$ cat src/rtl/pwm_hilo_pkg.sv
package pwm_hilo_pkg;
  localparam int REG_W       = 32;
  localparam int OFS_ENABLE  = 'h1C;
  localparam int OFS_CH_BASE = 'h20;
  localparam int CH_STRIDE   = 'h10;
  localparam int SUB_CTRL    = 'h0;
  localparam int SUB_RELOAD  = 'h4;
  localparam int SUB_COUNT   = 'h8;
  localparam int CTRL_W      = 5;

  // control field: park(4) busclk(3) mode(2) spare(1:0)
  typedef struct packed {
    logic       park;
    logic       busclk;
    logic       mode;
    logic [1:0] spare;
  } ctrl_t;

  function automatic int en_bit(input int ch);
    return 3 + 4 * ch;
  endfunction

  function automatic int ch_ofs(input int ch, input int sub);
    return OFS_CH_BASE + CH_STRIDE * ch + sub;
  endfunction
endpackage

$ cat src/rtl/pwm_tick_sync.sv
module pwm_tick_sync #(
  parameter int STAGES = 2
) (
  input  logic clk,
  input  logic rst_n,
  input  logic async_i,
  output logic pulse_o
);
  logic [STAGES:0] sr_q;

  always_ff @(posedge clk) begin
    if (!rst_n) sr_q <= '0;
    else        sr_q <= {sr_q[STAGES-1:0], async_i};
  end

  assign pulse_o = sr_q[STAGES-1] & ~sr_q[STAGES];
endmodule

$ cat src/rtl/pwm_hilo_channel.sv
module pwm_hilo_channel #(
  parameter int PHASE_W = 16,
  localparam int RLD_W  = 2 * PHASE_W
) (
  input  logic               clk,
  input  logic               rst_n,
  input  logic               run_i,
  input  logic               tick_i,
  input  logic               park_i,
  input  logic [RLD_W-1:0]   reload_i,
  output logic [PHASE_W-1:0] cnt_o,
  output logic               started_o,
  output logic               pwm_o
);
  logic [PHASE_W-1:0] cnt_q, lo_shadow_q;
  logic               first_q, started_q;
  logic [PHASE_W-1:0] hi_fld, lo_fld;

  assign hi_fld = reload_i[RLD_W-1:PHASE_W];
  assign lo_fld = reload_i[PHASE_W-1:0];

  always_ff @(posedge clk) begin
    if (!rst_n) begin
      cnt_q       <= '0;
      lo_shadow_q <= '0;
      first_q     <= 1'b1;
      started_q   <= 1'b0;
    end else if (!run_i) begin
      cnt_q     <= '0;
      first_q   <= 1'b1;
      started_q <= 1'b0;
    end else if (!started_q) begin
      started_q   <= 1'b1;
      first_q     <= 1'b1;
      cnt_q       <= hi_fld;
      lo_shadow_q <= lo_fld;
    end else if (tick_i) begin
      if (cnt_q != '0) begin
        cnt_q <= cnt_q - 1'b1;
      end else if (first_q) begin
        first_q <= 1'b0;
        cnt_q   <= lo_shadow_q;
      end else begin
        // period boundary: fresh reload value taken here
        first_q     <= 1'b1;
        cnt_q       <= hi_fld;
        lo_shadow_q <= lo_fld;
      end
    end
  end

  assign cnt_o     = cnt_q;
  assign started_o = started_q;
  assign pwm_o     = run_i & started_q & (first_q ^ park_i);
endmodule

$ cat src/rtl/pwm_hilo_timer.sv
module pwm_hilo_timer
  import pwm_hilo_pkg::*;
#(
  parameter int NUM_CH      = 4,
  parameter int PHASE_W     = 16,
  parameter int ADDR_W      = 8,
  parameter int SYNC_STAGES = 2
) (
  input  logic              clk,
  input  logic              rst_n,
  input  logic              psel,
  input  logic              penable,
  input  logic              pwrite,
  input  logic [ADDR_W-1:0] paddr,
  input  logic [31:0]       pwdata,
  output logic [31:0]       prdata,
  input  logic              ext_tick_i,
  output logic [NUM_CH-1:0] pwm_o
);
  localparam int RLD_W = 2 * PHASE_W;

  logic [NUM_CH-1:0]              en_q;
  ctrl_t [NUM_CH-1:0]             ctrl_q;
  logic [NUM_CH-1:0][RLD_W-1:0]   reload_q;
  logic [NUM_CH-1:0][PHASE_W-1:0] ch_cnt;
  logic [NUM_CH-1:0]              ch_run, ch_tick, ch_started;
  logic                           ext_pulse;
  logic                           wr_en, rd_en;

  assign wr_en = psel & penable & pwrite;
  assign rd_en = psel & ~pwrite;

  pwm_tick_sync #(.STAGES(SYNC_STAGES)) u_sync (
    .clk(clk), .rst_n(rst_n), .async_i(ext_tick_i), .pulse_o(ext_pulse)
  );

  always_ff @(posedge clk) begin
    if (!rst_n) begin
      en_q     <= '0;
      ctrl_q   <= '0;
      reload_q <= '0;
    end else if (wr_en) begin
      if (paddr == ADDR_W'(OFS_ENABLE)) begin
        for (int c = 0; c < NUM_CH; c++) en_q[c] <= pwdata[en_bit(c)];
      end
      for (int c = 0; c < NUM_CH; c++) begin
        if (paddr == ADDR_W'(ch_ofs(c, SUB_CTRL)))
          ctrl_q[c] <= ctrl_t'(pwdata[CTRL_W-1:0]);
        if (paddr == ADDR_W'(ch_ofs(c, SUB_RELOAD)))
          reload_q[c] <= pwdata[RLD_W-1:0];
      end
    end
  end

  always_comb begin
    prdata = '0;
    if (rd_en) begin
      if (paddr == ADDR_W'(OFS_ENABLE)) begin
        for (int c = 0; c < NUM_CH; c++) prdata[en_bit(c)] = en_q[c];
      end
      for (int c = 0; c < NUM_CH; c++) begin
        if (paddr == ADDR_W'(ch_ofs(c, SUB_CTRL)))   prdata = 32'(ctrl_q[c]);
        if (paddr == ADDR_W'(ch_ofs(c, SUB_RELOAD))) prdata = 32'(reload_q[c]);
        if (paddr == ADDR_W'(ch_ofs(c, SUB_COUNT)))  prdata = 32'(ch_cnt[c]);
      end
    end
  end

  for (genvar c = 0; c < NUM_CH; c++) begin : g_ch
    assign ch_run[c]  = en_q[c] & ctrl_q[c].mode;
    assign ch_tick[c] = ctrl_q[c].busclk | ext_pulse;

    pwm_hilo_channel #(.PHASE_W(PHASE_W)) u_ch (
      .clk(clk), .rst_n(rst_n), .run_i(ch_run[c]), .tick_i(ch_tick[c]),
      .park_i(ctrl_q[c].park), .reload_i(reload_q[c]),
      .cnt_o(ch_cnt[c]), .started_o(ch_started[c]), .pwm_o(pwm_o[c])
    );
  end
endmodule

$ cat config.mk
export PLATFORM = sky130hd
export DESIGN_NAME = pwm_hilo_timer
export DESIGN_NICKNAME = d
export VERILOG_FILES = /design/src/rtl/pwm_hilo_pkg.sv /design/src/rtl/pwm_tick_sync.sv /design/src/rtl/pwm_hilo_channel.sv /design/src/rtl/pwm_hilo_timer.sv
export SDC_FILE = /design/constraint.sdc
export NUM_CORES = 1
export LEC_CHECK = 0
export BUFFER_PORTS_ARGS = -buffer_cell sky130_fd_sc_hd__buf_2
export CORE_UTILIZATION = 60
export DETAILED_ROUTE_END_ITERATION = 12
export GPL_TIMING_DRIVEN = 0
export PLACE_DENSITY_LB_ADDON = 0.08
export SYNTH_ARGS = -nofsm -noshare
export SYNTH_HDL_FRONTEND = slang
export SYNTH_SLANG_ARGS = --single-unit
$ cat constraint.sdc
create_clock -name clk -period 4.4 [get_ports clk]
set_input_delay 0.88 -clock clk [delete_from_list [all_inputs] [get_ports clk]]
set_output_delay 0.88 -clock clk [all_outputs]
set_load 0.03 [all_outputs]
* Word level (Yosys, flattened, before mapping)
Index checks and enable logic that the tools add are counted.
** Storage, ports and cells
- Bits of input ports :: 46
- Register bits :: 291
- Word-level logic and storage cells :: 183
- Output and inout bits :: 36
** Cells by class
- Mux-type cells :: 57
- Eq/ne operators :: 25
- Reductions and logical operators :: 29
- Bitwise logic cells :: 30
- Add/subtract/negate cells :: 4
** Operators by type and width (number)
- 16-bit 2-to-1 mux :: 33
- 32-bit 2-to-1 mux :: 12
- 16-bit nonzero test :: 4
- 16-bit by 1-bit subtractor with 16-bit output (second input constant) :: 4
- 8-bit by 6-bit == test with 1-bit output (second input constant) :: 6
- 8-bit by 7-bit == test with 1-bit output (second input constant) :: 6
- 2-bit AND reduction :: 17
- 1-bit bitwise AND :: 16
- 2-bit inequality test (second input constant) :: 8
- 4-bit AND reduction :: 4
- 1-bit 2-to-1 mux :: 12
- 3-bit AND reduction :: 4
- 8-bit by 5-bit == test with 1-bit output (second input constant) :: 1
- 2-bit by 1-bit inequality test with 1-bit output (second input constant) :: 4
- 1-bit NOT :: 6
- 1-bit OR :: 4
- 1-bit XOR :: 4

* Depth between registers and ports, before layout
- Depth in word-level cells :: 15
- Mapped depth :: 10
- Depth with buffers taken out :: 8

* By module
A second synthesis with hierarchy kept.
** Second synthesis, totals
- Cells, all modules :: 2025
- Area total of the unflattened synthesis :: 16504.6 µm²
** Modules (own cells, without submodules)
- pwm_hilo_timer :: cells an instance 1024, instances 1, seq. area each 3042.9 µm², area each 8011.4 µm²
- pwm_hilo_channel at g_ch[2].u_ch ... :: cells an instance 246, instances 2, seq. area each 680.7 µm², area each 2117.0 µm²
- pwm_hilo_channel at g_ch[0].u_ch ... :: cells an instance 251, instances 2, seq. area each 680.7 µm², area each 2083.2 µm²
- pwm_tick_sync :: cells an instance 7, instances 1, seq. area each 60.1 µm², area each 92.6 µm²

* Worst setup path after synthesis
No wires, ideal clock.
- Path type :: input to output
- Start point :: in paddr[3]
- End point :: out prdata[13]
- Buffers on the path :: 2
- Arrival time :: 3762 ps
- Data required time :: 3520 ps
- Stages :: 6
- Path slack :: -242 ps
- Path through :: clkbuf_1 > or4b_1 > clkbuf_1 > nor2_1 > a211oi_1 > a2111oi_0
** On the way
- Word-level cells in the longest chain between the ends :: 13
- Elaborated cells on any way between the ends :: 23
- Classes of those cells :: eq/ne (11); mux (12)
** RTL lines
- from (decl) :: line pwm_hilo_timer.sv:14 : input logic [ADDR_W-1:0] paddr,
- 8-bit by 6-bit == test with 1-bit output :: line pwm_hilo_timer.sv:63 : if (paddr == ADDR_W'(ch_ofs(c, SUB_RELOAD))) prdata = 32'(reload_q[c]);
- 32-bit 2-to-1 mux :: line pwm_hilo_timer.sv:63
- 32-bit 2-to-1 mux :: line pwm_hilo_timer.sv:64 : if (paddr == ADDR_W'(ch_ofs(c, SUB_COUNT))) prdata = 32'(ch_cnt[c]);
- 32-bit 2-to-1 mux :: line pwm_hilo_timer.sv:62 : if (paddr == ADDR_W'(ch_ofs(c, SUB_CTRL))) prdata = 32'(ctrl_q[c]);
- 32-bit 2-to-1 mux :: line pwm_hilo_timer.sv:63
- 32-bit 2-to-1 mux :: line pwm_hilo_timer.sv:64
- 32-bit 2-to-1 mux :: line pwm_hilo_timer.sv:62
- 32-bit 2-to-1 mux :: line pwm_hilo_timer.sv:63
- 32-bit 2-to-1 mux :: line pwm_hilo_timer.sv:64
- 32-bit 2-to-1 mux :: line pwm_hilo_timer.sv:62
- 32-bit 2-to-1 mux :: line pwm_hilo_timer.sv:63
- 32-bit 2-to-1 mux * :: line pwm_hilo_timer.sv:64
- 32-bit 2-to-1 mux * :: line pwm_hilo_timer.sv:57 : if (rd_en) begin
- to (decl) :: line pwm_hilo_timer.sv:16 : output logic [31:0] prdata,
Every way passes the cells marked *; elsewhere a longest branch is shown, timed or not.

* Worst setup path after layout
- Start point :: in paddr[5]
- End point :: out prdata[3]
** On the way
- Word-level cells in the longest chain between the ends :: 15
- Elaborated cells on any way between the ends :: 27
- Classes of those cells :: eq/ne (13); mux (14)
** RTL lines
- 8-bit by 5-bit == test with 1-bit output :: line pwm_hilo_timer.sv:58 : if (paddr == ADDR_W'(OFS_ENABLE)) begin
- 1-bit 2-to-1 mux :: line pwm_hilo_timer.sv:58
- 16-bit 2-to-1 mux :: line pwm_hilo_timer.sv:62
- 32-bit 2-to-1 mux :: line pwm_hilo_timer.sv:63
- 32-bit 2-to-1 mux :: line pwm_hilo_timer.sv:64
- 32-bit 2-to-1 mux :: line pwm_hilo_timer.sv:62
- 32-bit 2-to-1 mux :: line pwm_hilo_timer.sv:63
- 32-bit 2-to-1 mux :: line pwm_hilo_timer.sv:64
- 32-bit 2-to-1 mux :: line pwm_hilo_timer.sv:62
- 32-bit 2-to-1 mux :: line pwm_hilo_timer.sv:63
- 32-bit 2-to-1 mux :: line pwm_hilo_timer.sv:64
- 32-bit 2-to-1 mux :: line pwm_hilo_timer.sv:62
- 32-bit 2-to-1 mux :: line pwm_hilo_timer.sv:63
- 32-bit 2-to-1 mux * :: line pwm_hilo_timer.sv:64
- 32-bit 2-to-1 mux * :: line pwm_hilo_timer.sv:57
Marked as above.

==> flow_summary.toml <==
[sta]
setup_viol = 1
fmax_mhz = 227
fin_skew_ns = 0.0210
fin_ws_ns = -0.00194
hold_violations = 0
timing.slew.headroom_pct = 28.8
grt_setup_unrepaired = "false"
finalMaxSlewViolations = 0
finalCriticalPeriod_ns = 4.40
timing.final.crit_share_pct = 100
tightest_slew_ns = 1.07

[power]
p_leak_nw = 6.40
p_sw_mw = 1.40
total_power_mw = 5.58
p_sw_share_pct = 25.1
clock_power_share_pct = 47.7
peakVddDrop_mv = 0.349
power_frac_seq_pct = 47.2
p_int_mw = 4.18
combPwrFrac_pct = 5.1
power_density_mw_per_mm2 = 317

[floorplanning]
core_area_mm2 = 0.0255
die_y_um = 164
fp.dieW_um = 164
rows = 58
die-area_mm2 = 0.0269
ios = 82
initial_utilization_pct = 61.7

[finish]
final_nets = 2179
area_growth_syn_to_layout_pct = 12.1
multiInputGateArea_mm2 = 0.00924
seqCellArea_mm2 = 0.00583
final_cells = 2483
drive_gt1_share_pct = 9.86
fin_util_pct = 69.2
n_fill_cell = 2120

[logic_synthesis]
yosysTopAreaCell = "dfxtp_1"
synthTopCellsByArea = "dfxtp_1, nand2_1, a21boi_0"
yosysWarnings = 0
synth_simple_gate_area_share_pct = 25.8
syn-num-nets = 2073
synthAdderAreaFrac_pct = 0.637
synth_seq_cells = 291
ys_seq_area_share_pct = 37.0
syn_inst = 2019
async_flop_share_pct = 0
yosysUniqueCellTypes = 90
synth-main-ff-cell = "dfxtp_1"
synth_area_mm2 = 0.0157
synth_compound_gate_area_share_pct = 24.9
synth_xor_area_share_pct = 2.34
synth_top_area_share_pct = 37.0
avgSynthCellArea_um2 = 7.79
synth_top_family_by_area = "simple AND/OR/NAND/NOR gates"
synth_edf_count = 0
synthMuxAreaShare_pct = 4.54

[grt]
busiest_layer = "met2"
met1_usage_pct = 63.3
grt_pass1_wl_mm = 99.0
grt_pass1_vias = 15900
met2_usage_pct = 73.9
overflow = 0
use_met3_pct = 14.6
antenna_found_initial = 6
grt_max_degree = 17
grt_use_total_pct = 50.0

[routing]
drt_pass1_iterations = 12
drc_errors = 0
drt_iter0_drc = 2754
num_vias = 17300
wirelength_mm = 67.7
ant_nets = 0
wire_per_inst_um = 27.3
via_per_inst = 6.96

[setup_path]
critPathKind = "in2out"
cpMostUsedCell = "buf_2"
required_ns = 3.52
cp_max_fo = 7
path_cells = "buf_2 -> or3b_2 -> nor3_1 -> a22oi_1 -> o32ai_1 -> o221ai_1 -> a31oi_1 -> buf_2"
crit_buf_inv = 2
cp_data_arrival_time_ns = 3.52
cpMaxStageDelayCell = "or3b_2"
cp-start-kind = "input pin"
crit_path_end_kind = "output pin"
crit_family = "simple AND/OR/NAND/NOR gates"
cpPeakStageDelay_ns = 0.62

[cts]
cts_root_buf = "clkbuf_16"
cts.sinks = 291
cts_tree = "done"
clk_latency_ns = 0.60
htree_levels = 1
numCtsBuffers = 31
postCtsHoldBufs = 0
clkTransAtPathRegs_ns = 0.06
clock_path_buffers = 3

[placement]
globalplace.congestion = 1.13
portBuffers = 73
hpwl_mm = 51.2
dp_worst_setup_slack_ns = -0.229
placed_cells = 2422

[hold_path]
min_path_type = "reg2reg"

[run_status]
status = "complete, but fails checks"
violations = "setup timing"

[job]
maxCapViolCount = 0
-- area by class of cell --
cell class	instances	share of cell area [%]
diodes	3	0.0426
plain buffers	149	3.66
clock buffers	39	4.68
clock inverters	19	1.09
inverters	26	0.553
multi-input cells	1550	52.4
flip-flops and latches	291	33.0
well taps	330	2.34
repair buffers	76	2.20
-- Yosys cell counts, drive strengths merged (28+ instances only) --
library cell,count
nor2,118
nor2b,60
buf,28
o21ai,114
nor3,51
nand3,58
mux2i,68
a21oi,107
nand2,436
clkbuf,124
a21boi,150
dfxtp,291
-- through the flow --
stage,TNS (ns),hold slack [ns],area (µm²)
after floorplan,0,0.412,15700
after global placement,-3.88,0.415,16500
after detailed placement,-3.02,0.424,16500
after CTS,0,0.439,17600
after global routing,0,0.453,17600
final,-0.00194,0.435,17600
-- cell usage in the layout, fill, tap and decap left out, types with 8 or more instances in the layout --
cell and instances:
buf_4 8, o22ai_1 17, nand3b_1 16, a21boi_0 145, dfxtp_1 291, o21a_1 13
nand2b_1 13, xor2_1 21, a22oi_1 15, mux2i_1 68, a222oi_1 16, clkbuf_2 13
nand3_1 58, nor3_1 48, o21ai_0 102, xnor2_1 21, o311a_1 9, o221ai_1 15
o31ai_1 8, nor2_1 112, inv_1 23, a211oi_1 14, or4_1 8, clkbuf_16 31
nor2b_1 60, a31oi_1 23, ha_1 8, nor4_1 16, nand2_1 436, a21oi_1 106
buf_2 87, and3_1 14, o21ai_1 12, nand4_1 10, clkbuf_1 115
-- logic make-up (layout without fill, tap and decap cells) --
family / count (synthesis) / count (layout)
and+or+nand+nor: 856 / 856
AOI/OAI and AO/OA: 573 / 573
DFF: 291 / 291
buffers and inverters: 178 / 309
muxes: 71 / 71
xor gates and xnor gates: 42 / 42
adders and majority gates: 8 / 8
other: 0 / 3
-- registers in the layout, summed over array words and instances (netlist names) --
| signal | cells |
|---|---|
| ctrl_q | 20 |
| en_q | 4 |
| g_ch.u_ch.cnt_o | 64 |
| g_ch.u_ch.first_q | 4 |
| g_ch.u_ch.lo_shadow_q | 64 |
| g_ch.u_ch.started_o | 4 |
| reload_q | 128 |
| u_sync.sr_q | 3 |
-- metal layers --
| layer | vias to the layer above | wire (µm) |
|---|---|---|
| li1 | 7402 | - |
| met1 | 8086 | 24800 |
| met2 | 1431 | 27600 |
| met3 | 364 | 9680 |
| met4 | 8 | 5530 |
| met5 | - | 58 |
-- power groups by stage --
stage          logic, mW  clock network, mW  registers [mW]
2_1_floorplan      0.130                  0            2.69
3_3_place_gp       0.257                  0            2.70
3_5_place_dp       0.256                  0            2.70
4_1_cts            0.260               2.64            2.64
5_1_grt            0.285               2.72            2.64
6_report           0.283               2.66            2.64
-- path summary, 6_finish.rpt --
path	startpoint	end	slack, ns	cells after the start
worst max-delay path	paddr[5]	prdata[3]	-0.002	8
worst min-delay path	u_sync.sr_q[0]	u_sync.sr_q[1]	0.43	1
worst max register to register	g_ch[2].u_ch.cnt_o[0]	g_ch[2].u_ch.cnt_o[9]	1.17	8
worst min register to register	u_sync.sr_q[0]	u_sync.sr_q[1]	0.43	1
-- worst register-to-register path, delay by kind of cell, from the launching register on --
kind,cells,cell delay [ns]
flip-flops,1,0.39
AO/OA/AOI/OAI,2,0.55
adder cells (fa/ha/maj),1,0.17
AND/OR/NAND/NOR,3,1.46
buffers and inverters,2,0.52
-- repair_timing --
item	CTS	global route
setup buffers	0	3
endpoints found under the setup margin	26	31
gates resized for setup	12	24
pin swaps	0	2
(Power assumes the default switching activity.)
